File: src/rtl/cal_shadow_pkg.sv
package cal_shadow_pkg;
  typedef enum logic [1:0] {
    ADDR_TIME = 2'd0,
    ADDR_DATE = 2'd1,
    ADDR_STAT = 2'd2,
    ADDR_NONE = 2'd3
  } shadow_addr_e;
endpackage

File: src/rtl/shadow_tick_div.sv
module shadow_tick_div #(
  parameter int COPY_TICKS = 2
) (
  input  logic clk,
  input  logic rst_n,
  input  logic tick,
  input  logic enable,
  input  logic restart,
  output logic copy
);
  localparam int CW = (COPY_TICKS > 1) ? $clog2(COPY_TICKS) : 1;
  localparam logic [CW-1:0] LAST = CW'(COPY_TICKS - 1);

  logic [CW-1:0] cnt_q;

  assign copy = tick && enable && !restart && (cnt_q == LAST);

  always_ff @(posedge clk or negedge rst_n) begin
    if (!rst_n) begin
      cnt_q <= '0;
    end else if (restart) begin
      cnt_q <= '0;
    end else if (tick && enable) begin
      cnt_q <= (cnt_q == LAST) ? '0 : cnt_q + 1'b1;
    end
  end
endmodule

File: src/rtl/shadow_lock_ctrl.sv
module shadow_lock_ctrl (
  input  logic clk,
  input  logic rst_n,
  input  logic init_mode,
  input  logic wake,
  input  logic flag_clr,
  input  logic time_rd,
  input  logic copy,
  output logic sync_flag,
  output logic locked,
  output logic lock_req,
  output logic drop
);
  assign drop     = init_mode | wake | flag_clr;
  assign lock_req = time_rd && sync_flag && !drop;

  always_ff @(posedge clk or negedge rst_n) begin
    if (!rst_n) begin
      sync_flag <= 1'b0;
      locked    <= 1'b0;
    end else begin
      if (drop) begin
        sync_flag <= 1'b0;
      end else if (copy) begin
        sync_flag <= 1'b1;
      end

      if (drop) begin
        locked <= 1'b0;
      end else if (lock_req) begin
        locked <= 1'b1;
      end
    end
  end
endmodule

File: src/rtl/shadow_reg.sv
module shadow_reg #(
  parameter int W = 24
) (
  input  logic         clk,
  input  logic         rst_n,
  input  logic         load,
  input  logic [W-1:0] d,
  output logic [W-1:0] q
);
  always_ff @(posedge clk or negedge rst_n) begin
    if (!rst_n) begin
      q <= '0;
    end else if (load) begin
      q <= d;
    end
  end
endmodule

File: src/rtl/cal_shadow_lock.sv
module cal_shadow_lock
  import cal_shadow_pkg::*;
#(
  parameter int TIME_W     = 24,
  parameter int DATE_W     = 24,
  parameter int DATA_W     = 32,
  parameter int COPY_TICKS = 2
) (
  input  logic              clk,
  input  logic              rst_n,
  input  logic              rtc_tick,
  input  logic [TIME_W-1:0] cal_time,
  input  logic [DATE_W-1:0] cal_date,
  input  logic              init_mode,
  input  logic              wake,
  input  logic              flag_clr,
  input  logic              rd_en,
  input  logic [1:0]        rd_addr,
  output logic [DATA_W-1:0] rd_data,
  output logic              sync_flag
);
  logic              time_rd;
  logic              locked;
  logic              lock_req;
  logic              drop;
  logic              copy;
  logic              div_en;
  logic [TIME_W-1:0] time_sh;
  logic [DATE_W-1:0] date_sh;

  assign time_rd = rd_en && (shadow_addr_e'(rd_addr) == ADDR_TIME);
  assign div_en  = !locked && !lock_req && !init_mode;

  shadow_tick_div #(.COPY_TICKS(COPY_TICKS)) u_div (
    .clk     (clk),
    .rst_n   (rst_n),
    .tick    (rtc_tick),
    .enable  (div_en),
    .restart (drop),
    .copy    (copy)
  );

  shadow_lock_ctrl u_ctrl (
    .clk       (clk),
    .rst_n     (rst_n),
    .init_mode (init_mode),
    .wake      (wake),
    .flag_clr  (flag_clr),
    .time_rd   (time_rd),
    .copy      (copy),
    .sync_flag (sync_flag),
    .locked    (locked),
    .lock_req  (lock_req),
    .drop      (drop)
  );

  shadow_reg #(.W(TIME_W)) u_time (
    .clk (clk), .rst_n (rst_n), .load (copy), .d (cal_time), .q (time_sh)
  );

  shadow_reg #(.W(DATE_W)) u_date (
    .clk (clk), .rst_n (rst_n), .load (copy), .d (cal_date), .q (date_sh)
  );

  always_comb begin
    rd_data = '0;
    unique case (shadow_addr_e'(rd_addr))
      ADDR_TIME: rd_data[TIME_W-1:0] = time_sh;
      ADDR_DATE: rd_data[DATE_W-1:0] = date_sh;
      ADDR_STAT: rd_data[0]          = sync_flag;
      default:   rd_data             = '0;
    endcase
  end
endmodule

File: config.mk
export PLATFORM = sky130hd
export DESIGN_NAME = cal_shadow_lock
export DESIGN_NICKNAME = d
export VERILOG_FILES = /design/src/rtl/cal_shadow_pkg.sv /design/src/rtl/shadow_tick_div.sv /design/src/rtl/shadow_lock_ctrl.sv /design/src/rtl/shadow_reg.sv /design/src/rtl/cal_shadow_lock.sv
export SDC_FILE = /design/constraint.sdc
export NUM_CORES = 1
export LEC_CHECK = 0
export BUFFER_PORTS_ARGS = -buffer_cell sky130_fd_sc_hd__buf_2
export CAP_MARGIN = 40
export CORE_MARGIN = 1
export CORE_UTILIZATION = 49
export CTS_BUF_LIST = sky130_fd_sc_hd__clkbuf_8 sky130_fd_sc_hd__clkbuf_16
export CTS_CLUSTER_SIZE = 20
export DETAILED_ROUTE_END_ITERATION = 12
export PLACE_DENSITY_LB_ADDON = 0.2
export SYNTH_ARGS = -nofsm -noshare
export SYNTH_HDL_FRONTEND = slang
export SYNTH_SLANG_ARGS = --single-unit
File: constraint.sdc
create_clock -name clk -period 1.83 [get_ports clk]
set_input_delay 0.366 -clock clk [delete_from_list [all_inputs] [get_ports clk]]
set_output_delay 0.366 -clock clk [all_outputs]
set_load 0.005 [all_outputs]
==> metrics <==
I/O pin count 90; final wirelength 4600 µm; Pleak 1.66 nW; overall routing resource usage 18.6%; fin crit period 1.65 ns; ys flop type dfrtp_1; vias in the first global route 1604; Die Y 73.1 µm; Max Cap Viol 0; setup_tns 0 ns; Hold Violations, Final 0; max-slew violations 0; CTS Hold Bufs 0; HPWL after DPL 3220 µm; CTS resizes 0; Synth top area share 51.5%; Switching Share 23.1%; reg-to-reg startpoint u_ctrl.locked$_DFFE_PN0P_; htree depth 2; endpoints failing setup 0; drc violations 0; first-pass GRT wire length 7400 µm; via count 1609; Antenna diodes 0; period utilisation layout 90.0%; Final #Nets 320; Power Dens Cells 680 nW/µm²; run status finished, final reports clean; grt ovf 0; Post-Syn Instances 180; placed inst area 2930 µm²; Sink Count 51; Clock transition at path regs 0.08 ns; die extent in x 73.1 µm; post-synthesis sequential area ratio 51.5%; Synth cell types 21; pin count of the biggest net entering global routing 52; Detailed Routing Iterations Pass 1 4; top-count cell post-synth dfrtp_1; CP cell instances buf_2, buf_4, mux2i_1, nor2_1, buf_2; FP Rows 25; WP buf/inv 3; Int Pwr 0.00157 W; number of buffers added on ports 81; Post-DRT Antenna Nets 0; worst skew pair latency 0.30 ns; Ys Warns 0; CP max-delay cell buf_4; top cells by instance count after synthesis dfrtp_1, mux2_2, nor2_1, mux2i_1, mux2_4; Sw Pwr 0.000473 W; layout overhead on the synthesized area 21.5%; top cells by area, synth dfrtp_1, mux2_2, mux2_4; die area 5350 µm²; part of the power in registers 58.9%; RSZ-0062 raised after global routing no; skew final 0.00456 ns; TritonCTS clock tree yes; TritonCTS Buffers 5; GPL Wtd Cong 0.761; Max stage delay on crit path 0.37 ns; FF-to-FF path depth 4; root buffer cell clkbuf_8; Critical Path Start Type input pin; Worst IR Drop VDD 0.000398 V; # Post-CTS Setup Buffers 0; maximum fanout along the worst path 25; area leader, netlist dfrtp_1; Starting Density 51.8%; fmax 607 MHz; combinational share of power 11.6%; critical path class in2out; #FFs+latches synth 51; Crit Reg-Reg Endpoint u_time.q[6]$_DFFE_PN0P_; Syn Area/Cell 13.8 µm²; DRT iter0 DRCs 62; Longest Clk Path Bufs 2; number of synthesized flops with an enable pin 0; CP most frequent cell buf_2; delay-heaviest family, CP buffers and inverters; Worst Path Arrival 1.28 ns; CP required 1.46 ns; layout cells sized above 1 54.9%; clock share of power 29.4%; design area 3010 µm²; antenna violations before repair 0; ys async rst share 100%; drt wl/cell 13.9 µm; Hold Path Class in2async; Placeable Area 4790 µm²; Avg Vias per Cell 4.86; capturing element type of the critical path primary output; R2R Setup Slk 0.19 ns; Cell Area, Synth 2480 µm²
==> registers in the layout (all words and copies together), names as in the netlist <==
name,flops
u_date.q,24
u_ctrl.sync_flag,1
u_div.cnt_q,1
u_time.q,24
u_ctrl.locked,1
==> per-layer routing <==
metal	vias up	part of all wire [%]	GRT usage (%)
li1	770	-	-
met1	776	47	24.1
met2	57	45	29.8
met3	6	6.8	6.63
met4	0	0.87	4.58
met5	-	0	0
==> layout by cell type, fill, tap and decap left out, drive strengths merged <==
cell / instances
buf: 88
dfrtp: 51
mux2: 48
nor2: 25
mux2i: 24
conb: 8
clkbuf: 5
inv: 3
nand3b: 2
a21oi: 2
o21ai: 1
or3: 1
and4bb: 1
nor3: 1
nand2b: 1
o31ai: 1
or4: 1
clkinv: 1
==> through the flow <==
stage	std cells	utilization, %	hold WS [ns]	total power [W]	worst slack, ns
finish	331	62.9	0.0471	0.00205	0.182
CTS	331	62.9	0.0502	0.00208	0.162
global placement	323	61.2	0.378	0.00147	-0.0593
global route	331	62.9	0.0531	0.00215	0.0960
detailed placement	323	61.2	0.377	0.00147	-0.0871
floorplan	187	-	0.0704	0.00136	0.109
==> cell families (layout without fill, tap and decap cells) <==
family / after synthesis / count (layout) / share of synthesized area (%)
and+or+nand+nor: 32 / 32 / 6.56
muxes: 72 / 72 / 34.5
DFF: 51 / 51 / 51.5
other: 1 / 8 / 0.151
AOI/OAI and AO/OA: 4 / 4 / 0.909
buffers and inverters: 20 / 97 / 6.36
==> power by group through the flow <==
stage	Combinational [W]	Clock [W]	Sequential, W
after global placement	0.000239	0	0.00123
after floorplan	0.000138	0	0.00122
after global routing	0.000264	0.000671	0.00121
after CTS	0.000243	0.000628	0.00121
final	0.000238	0.000602	0.00121
after detailed placement	0.000243	0	0.00123
==> final cells by class <==
cell class                      count  area (µm²)
Fill cell                         401        1770
Sequential cell                    51        1280
Multi-Input combinational cell    116        1070
Timing Repair Buffer               88         495
Tap cell                           67        83.8
Clock buffer                        5        68.8
Clock inverter                      3        12.5
Inverter                            1        3.75
==> how the worst max path moves through the flow <==
stage	startpoint	slack [ns]	cells after the start	end
floorplan	wake	0.11	5	u_date.q[0]$_DFFE_PN0P_
global placement	wake	-0.06	5	u_time.q[7]$_DFFE_PN0P_
detailed placement	wake	-0.09	5	u_time.q[8]$_DFFE_PN0P_
CTS	rd_addr[0]	0.16	5	rd_data[21]
global route	rd_addr[0]	0.1	5	rd_data[22]
finish	rd_addr[0]	0.18	5	rd_data[9]
Note: power is estimated with default switching activity, not from simulation.
